[src/rtl/stamp_pkg.sv]
package stamp_pkg;
  localparam int SLOTS = 4;
  localparam int PTR_W = $clog2(SLOTS);
  localparam int EVT_N = SLOTS + 1;

  localparam logic [7:0] OFS_COUNT = 8'h00;
  localparam logic [7:0] OFS_SLOT0 = 8'h08;
  localparam logic [7:0] OFS_CTL   = 8'h28;
  localparam logic [7:0] OFS_EVT   = 8'h2C;
  localparam logic [7:0] OFS_CLR   = 8'h30;

  localparam int BIT_LOAD = 8;
  localparam int BIT_ONE  = 16;
  localparam int BIT_STOP = 17;
  localparam int BIT_RUN  = 20;
  localparam int BIT_FLAG = 17;

  typedef struct packed {
    logic [SLOTS-1:0] pol;
    logic             load_en;
    logic             oneshot;
    logic [PTR_W-1:0] stop;
    logic             run;
  } ctl_t;

  typedef struct packed {
    logic             halt;
    logic [PTR_W-1:0] nxt;
  } adv_t;

  function automatic ctl_t ctl_unpack(input logic [31:0] w);
    ctl_t c;
    for (int i = 0; i < SLOTS; i++) c.pol[i] = w[2*i];
    c.load_en = w[BIT_LOAD];
    c.oneshot = w[BIT_ONE];
    c.stop    = w[BIT_STOP +: PTR_W];
    c.run     = w[BIT_RUN];
    return c;
  endfunction

  function automatic logic [31:0] ctl_pack(input ctl_t c);
    logic [31:0] w;
    w = '0;
    for (int i = 0; i < SLOTS; i++) w[2*i] = c.pol[i];
    w[BIT_LOAD]            = c.load_en;
    w[BIT_ONE]             = c.oneshot;
    w[BIT_STOP +: PTR_W]   = c.stop;
    w[BIT_RUN]             = c.run;
    return w;
  endfunction

  // Slot sequencing after a capture into slot ptr.
  function automatic adv_t seq_advance(input logic [PTR_W-1:0] ptr,
                                       input logic [PTR_W-1:0] stop,
                                       input logic oneshot);
    adv_t a;
    if (ptr == stop) begin
      a.halt = oneshot;
      a.nxt  = oneshot ? ptr : '0;
    end else begin
      a.halt = 1'b0;
      a.nxt  = ptr + PTR_W'(1);
    end
    return a;
  endfunction
endpackage

[src/rtl/stamp_timebase.sv]
module stamp_timebase #(
  parameter int CNT_W = 32
) (
  input  logic             clk,
  input  logic             rst_n,
  input  logic             run,
  input  logic             wr_en,
  input  logic [CNT_W-1:0] wr_val,
  output logic [CNT_W-1:0] count,
  output logic             ovf_evt
);
  localparam logic [CNT_W-1:0] ALL_ONES = '1;

  logic [CNT_W-1:0] count_q;

  assign ovf_evt = run && !wr_en && (count_q == ALL_ONES);
  assign count   = count_q;

  always_ff @(posedge clk) begin
    if (!rst_n)     count_q <= '0;
    else if (wr_en) count_q <= wr_val;
    else if (run)   count_q <= count_q + CNT_W'(1);
  end

  AST_CNT_FROZEN: assert property (@(posedge clk) disable iff (!rst_n)
    (!run && !wr_en) |=> $stable(count_q));
  AST_CNT_STEP: assert property (@(posedge clk) disable iff (!rst_n)
    (run && !wr_en) |=> (count_q == $past(count_q) + CNT_W'(1)));
  AST_OVF_WRAP: assert property (@(posedge clk) disable iff (!rst_n)
    ovf_evt |=> (count_q == '0));
endmodule

[src/rtl/stamp_sequencer.sv]
module stamp_sequencer
  import stamp_pkg::*;
#(
  parameter int SYNC_STAGES = 2
) (
  input  logic             clk,
  input  logic             rst_n,
  input  logic             cap_in,
  input  logic [SLOTS-1:0] pol,
  input  logic             load_en,
  input  logic             oneshot,
  input  logic [PTR_W-1:0] stop,
  input  logic             rearm,
  output logic [SLOTS-1:0] load_vec
);
  logic [SYNC_STAGES:0] shift_q;
  logic [PTR_W-1:0]     ptr_q;
  logic                 halted_q;
  logic                 synced, prev, rise, fall, want, load_hit;
  adv_t                 adv;

  always_ff @(posedge clk) begin
    if (!rst_n) shift_q <= '0;
    else        shift_q <= {shift_q[SYNC_STAGES-1:0], cap_in};
  end

  assign synced   = shift_q[SYNC_STAGES-1];
  assign prev     = shift_q[SYNC_STAGES];
  assign rise     = synced && !prev;
  assign fall     = !synced && prev;
  assign want     = pol[ptr_q] ? fall : rise;
  assign load_hit = load_en && !halted_q && !rearm && want;
  assign adv      = seq_advance(ptr_q, stop, oneshot);

  always_comb begin
    load_vec = '0;
    if (load_hit) load_vec[ptr_q] = 1'b1;
  end

  always_ff @(posedge clk) begin
    if (!rst_n) begin
      ptr_q    <= '0;
      halted_q <= 1'b0;
    end else if (rearm) begin
      ptr_q    <= '0;
      halted_q <= 1'b0;
    end else if (load_hit) begin
      ptr_q    <= adv.nxt;
      halted_q <= adv.halt;
    end
  end

  AST_LOAD_ONEHOT: assert property (@(posedge clk) disable iff (!rst_n)
    $onehot0(load_vec));
  AST_PTR_ADVANCE: assert property (@(posedge clk) disable iff (!rst_n)
    (load_hit && ptr_q != stop) |=> (ptr_q == $past(ptr_q) + PTR_W'(1)));
  AST_CONT_WRAP: assert property (@(posedge clk) disable iff (!rst_n)
    (load_hit && !oneshot && ptr_q == stop) |=> (ptr_q == '0));
  AST_ONESHOT_HOLD: assert property (@(posedge clk) disable iff (!rst_n)
    (halted_q && !rearm) |=> (load_vec == '0 && $stable(ptr_q)));
endmodule

[src/rtl/stamp_events.sv]
module stamp_events #(
  parameter int N = 5
) (
  input  logic         clk,
  input  logic         rst_n,
  input  logic [N-1:0] evt,
  input  logic         en_wr,
  input  logic [N-1:0] en_val,
  input  logic         clr_wr,
  input  logic [N:0]   clr_val,
  output logic [N-1:0] en,
  output logic [N-1:0] flags,
  output logic         irq
);
  logic [N-1:0] en_q, flags_q, clr_mask;
  logic         glob_q, glob_set, glob_clr;

  assign clr_mask = clr_wr ? clr_val[N:1] : '0;
  assign glob_clr = clr_wr && clr_val[0];
  assign glob_set = |(evt & en_q);

  always_ff @(posedge clk) begin
    if (!rst_n) begin
      en_q    <= '0;
      flags_q <= '0;
      glob_q  <= 1'b0;
    end else begin
      if (en_wr) en_q <= en_val;
      flags_q <= (flags_q & ~clr_mask) | evt;
      if (glob_set)      glob_q <= 1'b1;
      else if (glob_clr) glob_q <= 1'b0;
    end
  end

  assign en    = en_q;
  assign flags = flags_q;
  assign irq   = glob_q && |(flags_q & en_q);

  for (genvar n = 0; n < N; n++) begin : g_flag_chk
    AST_EVT_BEATS_CLEAR: assert property (@(posedge clk) disable iff (!rst_n)
      evt[n] |=> flags_q[n]);
  end
  AST_GLOBAL_SET: assert property (@(posedge clk) disable iff (!rst_n)
    glob_set |=> glob_q);
endmodule

[src/rtl/stamp_capture.sv]
module stamp_capture
  import stamp_pkg::*;
#(
  parameter int DATA_W      = 32,
  parameter int ADDR_W      = 8,
  parameter int SYNC_STAGES = 2
) (
  input  logic              clk,
  input  logic              rst_n,
  input  logic              cap_in,
  input  logic              bus_sel,
  input  logic              bus_wr,
  input  logic [ADDR_W-1:0] bus_addr,
  input  logic [DATA_W-1:0] bus_wdata,
  output logic [DATA_W-1:0] bus_rdata,
  output logic              irq
);
  logic              wr_cyc;
  logic              wr_count, wr_ctl, wr_evt, wr_clr;
  logic [SLOTS-1:0]  slot_hit;
  ctl_t              ctl_q;
  logic [DATA_W-1:0] count;
  logic              ovf_evt;
  logic [SLOTS-1:0]  load_vec;
  logic [EVT_N-1:0]  evt, en, flags;
  logic [DATA_W-1:0] slot_q [SLOTS];

  assign wr_cyc   = bus_sel && bus_wr;
  assign wr_count = wr_cyc && (bus_addr == ADDR_W'(OFS_COUNT));
  assign wr_ctl   = wr_cyc && (bus_addr == ADDR_W'(OFS_CTL));
  assign wr_evt   = wr_cyc && (bus_addr == ADDR_W'(OFS_EVT));
  assign wr_clr   = wr_cyc && (bus_addr == ADDR_W'(OFS_CLR));

  always_ff @(posedge clk) begin
    if (!rst_n)      ctl_q <= '0;
    else if (wr_ctl) ctl_q <= ctl_unpack(32'(bus_wdata));
  end

  stamp_timebase #(.CNT_W(DATA_W)) u_timebase (
    .clk     (clk),
    .rst_n   (rst_n),
    .run     (ctl_q.run),
    .wr_en   (wr_count),
    .wr_val  (bus_wdata),
    .count   (count),
    .ovf_evt (ovf_evt)
  );

  stamp_sequencer #(.SYNC_STAGES(SYNC_STAGES)) u_sequencer (
    .clk      (clk),
    .rst_n    (rst_n),
    .cap_in   (cap_in),
    .pol      (ctl_q.pol),
    .load_en  (ctl_q.load_en),
    .oneshot  (ctl_q.oneshot),
    .stop     (ctl_q.stop),
    .rearm    (wr_ctl),
    .load_vec (load_vec)
  );

  for (genvar i = 0; i < SLOTS; i++) begin : g_slot
    assign slot_hit[i] = (bus_addr == ADDR_W'(OFS_SLOT0 + 8'(4 * i)));
    always_ff @(posedge clk) begin
      if (!rst_n)                       slot_q[i] <= '0;
      else if (load_vec[i])             slot_q[i] <= count;
      else if (wr_cyc && slot_hit[i])   slot_q[i] <= bus_wdata;
    end
  end

  assign evt = {ovf_evt, load_vec};

  stamp_events #(.N(EVT_N)) u_events (
    .clk     (clk),
    .rst_n   (rst_n),
    .evt     (evt),
    .en_wr   (wr_evt),
    .en_val  (bus_wdata[EVT_N:1]),
    .clr_wr  (wr_clr),
    .clr_val (bus_wdata[EVT_N:0]),
    .en      (en),
    .flags   (flags),
    .irq     (irq)
  );

  always_comb begin
    bus_rdata = '0;
    if (bus_addr == ADDR_W'(OFS_COUNT)) bus_rdata = count;
    if (bus_addr == ADDR_W'(OFS_CTL))   bus_rdata = DATA_W'(ctl_pack(ctl_q));
    if (bus_addr == ADDR_W'(OFS_EVT)) begin
      bus_rdata[EVT_N:1]                  = en;
      bus_rdata[BIT_FLAG +: EVT_N]        = flags;
    end
    for (int i = 0; i < SLOTS; i++)
      if (slot_hit[i]) bus_rdata = slot_q[i];
  end

  AST_LOAD_NEEDS_ENABLE: assert property (@(posedge clk) disable iff (!rst_n)
    (load_vec != '0) |-> ctl_q.load_en);
  AST_SLOT_TAKES_COUNT: assert property (@(posedge clk) disable iff (!rst_n)
    load_vec[0] |=> (slot_q[0] == $past(count)));
endmodule

[config.mk]
export PLATFORM = sky130hd
export DESIGN_NAME = stamp_capture
export DESIGN_NICKNAME = d
export VERILOG_FILES = /design/src/rtl/stamp_pkg.sv /design/src/rtl/stamp_timebase.sv /design/src/rtl/stamp_sequencer.sv /design/src/rtl/stamp_events.sv /design/src/rtl/stamp_capture.sv
export SDC_FILE = /design/constraint.sdc
export NUM_CORES = 1
export LEC_CHECK = 0
export BUFFER_PORTS_ARGS = -buffer_cell sky130_fd_sc_hd__clkbuf_2
export CAP_MARGIN = 15
export CORE_MARGIN = 2
export CORE_UTILIZATION = 67
export CTS_BUF_LIST = sky130_fd_sc_hd__clkbuf_4 sky130_fd_sc_hd__clkbuf_8
export DETAILED_ROUTE_END_ITERATION = 6
export PLACE_DENSITY = 0.88
export RECOVER_POWER = 50
export SLEW_MARGIN = 20
export SYNTH_ARGS = -nofsm -noshare
export SYNTH_HDL_FRONTEND = slang
export SYNTH_SLANG_ARGS = --single-unit
[constraint.sdc]
create_clock -name clk -period 7.1 [get_ports clk]
set_input_delay 0.71 -clock clk [delete_from_list [all_inputs] [get_ports clk]]
set_output_delay 0.71 -clock clk [all_outputs]
set_load 0.01 [all_outputs]
==> impl_results.md <==
- Status: finished with violations
- Violated checks: max-capacitance violations, max-slew violations
- Flip-flop and latch count after synthesis: 186
- Final cell count without fillers: 1,113
- Critical Path Fanout Max: 37
- Worst-margin pin slew: 2250 ps
- Hold Path Class: in2reg
- Commonest cells in the netlist: a22o_1, edfxtp_1, dfxtp_1
- First-pass GRT wire length: 43,320 um
- Reg2reg setup slack: about 2700 ps
- Fin. max-slew vios: approximately 180
- Area leader, netlist: edfxtp_1
- Relative slew margins: -50.99%
- GRT Util Overall: 35.50%
- Nets: 966
- I/O Buffers: 77
- Largest net degree at the start of global routing: 55
- DRC Markers: 0
- Root Driver: clkbuf_8
- Hold path start: cap_in
- Async S/R FF share, synth: 0%
- Inst Count DP: 1,079
- Setup crit start kind: primary input
- Fmax: 199.9 MHz
- Ys flop type: edfxtp_1
- Total CTS buffers: 17
- Post-DRT Antenna Nets: 0
- Yosys warns: 0
- Tmin final: 5003 ps
- Smallest hold slack: approximately 440 ps
- Setup Skew: between 10 and 15 ps
- Die Height: around 130 um
- Critical Path RT: about 7400 ps
- Via count: 8,361
- Gpl congestion: between 0.9 and 1
- Synth Net Count: 953
- Worst-skew pair later-pin latency: 490 ps
- Remaining global-route overflow: 0
- P&R area growth vs syn: 5.381%
- Vias in the first global route: 7,770
- Layout cells sized above 1: 17.76%
- Clk buf depth: 2
- Most common cell in the netlist: a22o_1
- Netlist cell types: 65
- Starting Density: 68.64%
- Hold buffers post-CTS: 0
- Die width: ~130 um
- Setup Viol. Count Final: 0
- Final WL: 28,440 um
- Register area share after synthesis: 50.17%
- Setup Total Neg Slack: 0 ps
- Cts repair resizes: 0
- Setup Fix Bufs, Post-CTS: 0
- CP Capture Type: flop
- Maximum vdd drop: 0.1111 mV
- Pleak: 0.003666 uW
- Final Cycle Share: 70.47%
- CP arrival: 5350 ps
- Worst reg2reg path depth: 5
- Clk sink count: 186
- Min-Delay Path Depth: 2
- Pwr Density: 192.1 nW/um^2
- Post-DP HPWL: 17,500 um
- Share of the synthesized area in the top cell type: around two fifths
- Post-synthesis cell area: 9976 um^2
- Initial DRC count: 1,372
- Num rows: 44
- Die area: 15,880 um^2
- CTS H-Tree Depth: 4
- Initial DRT Pass Iterations: 7
- RSZ-0062 raised after global routing: no
- Core Region: approximately 15,000 um^2
- Reg clk slew, reported paths: 90 ps
- Worst Hold Path EP: u_sequencer.shift_q[0]
- Dominant cells by area after synthesis: edfxtp_1, dfxtp_1, a22o_1, mux2_2, a222oi_1
- Final Hold Viols: 0
- Fillers: 1,014
- RR Startpoint: u_sequencer.ptr_q[0]
- Number of synthesized flops with an enable pin: 128
- WL/cell: 25.56 um
- Max_cap viols: 7
- CTS tree: done
- Initial antenna violation count: 0
- N_diodes: 0
- Top Ports: 78
- Mapped Cells: between 900 and 1k
- CP Class: in2reg
- Reg-to-Reg End: slot_q[3][28]
- Syn_area_per_cell: roughly 11 um^2
- Drt via density: 7.512
-- sequential cells by signal, indices dropped and copies added (netlist names) --
register,flops
u_timebase.count,32
ctl_q,9
u_sequencer.halted_q,1
u_sequencer.shift_q,3
u_events.en,5
slot_q,128
u_events.glob_q,1
u_sequencer.ptr_q,2
u_events.flags,5
-- cells in the final DEF (no fill, tap or decap), types with 6 or more instances in the layout --
cell type  Yosys  routed
nand3_1       34      32
clkbuf_1      47       6
a31oi_1       24      26
a211oi_1      13      13
or4_1         12      12
clkbuf_8       0      17
xnor2_1        9       9
nor2_1        39      39
mux2_2        29      29
inv_1         14      14
and2_1         7       6
nand3b_1       6       6
xor2_1         6       6
buf_4         13      15
a222oi_1      25      25
a22oi_1       11      11
o31ai_1        8       8
and3_1         6       6
dfxtp_1       58      58
a21oi_1       32      32
nand4_1       19      19
nand2_1       52      52
clkbuf_2       0      75
o21ai_0       32      32
edfxtp_1     128     128
nor3_1        15      15
or3_1          6       6
mux2i_1       10      10
a22o_1       129     129
-- worst max path at each step --
stage                start             to  slack (ps)  cells after the start
3_3_place_gp   bus_addr[2]  bus_rdata[19]        3260                      8
3_5_place_dp   bus_addr[2]  bus_rdata[19]        3190                      8
4_1_cts        bus_addr[2]  bus_rdata[19]        3180                      8
5_1_grt        bus_addr[2]  slot_q[2][12]        2040                      7
2_1_floorplan  bus_addr[3]   slot_q[0][0]        4040                      6
6_report             rst_n  slot_q[3][28]        2100                      5
-- per-layer routing --
layer,GRT usage [%],wire (um)
met5,0,0
met4,16.68,1102
met3,8.369,3823
met2,53.83,12830
met1,48.76,10690
-- report_power, final --
part	total (uW)	internal, uW	switching (uW)	leakage [uW]
combinational	103	30.0	72.8	0.00175
sequential	1200	1190	11.1	0.00171
clock	716	341	375	0.000199
total	2020	1560	459	0.00367
-- critical path: stages --
cell and delay [ps]:
clkbuf_1 1310, nand2_1 460, a311oi_1 1420, clkbuf_1 1150, a22o_1 270
-- logic make-up (layout without fill, tap and decap cells) --
family                     Yosys count  after routing  synth area share [%]
AOI/OAI and AO/OA                  304            304                 24.11
xor gates and xnor gates            15             15                 1.317
adders and majority gates            5              5                0.6271
buffers and inverters              117            143                 5.983
DFF                                186            186                 50.17
muxes                               42             42                 4.791
and+or+nand+nor                    234            234                 13.01
-- stage by stage --
step | instance area [um^2] | utilization, % | power [uW] | worst slack (ps)
4_1_cts | 10620 | 73.09 | 2011 | 3183
6_report | 10510 | 72.33 | 2019 | 2097
3_3_place_gp | 10230 | 70.41 | 1321 | 3262
3_5_place_dp | 10230 | 70.41 | 1324 | 3189
5_1_grt | 10510 | 72.33 | 2068 | 2036
2_1_floorplan | 9976 | - | 1271 | 4036
-- layout make-up --
type | instances | area (um^2) | area share [%]
repair buffers | 96 | 510.5 | 4.856
well taps | 184 | 230.2 | 2.190
inverters | 15 | 56.30 | 0.5356
multi-input cells | 600 | 4322 | 41.11
flip-flops and latches | 186 | 5005 | 47.61
clock buffers | 17 | 234.0 | 2.226
clock inverters | 15 | 155.1 | 1.476
Note: power is estimated with default switching activity, not from simulation.
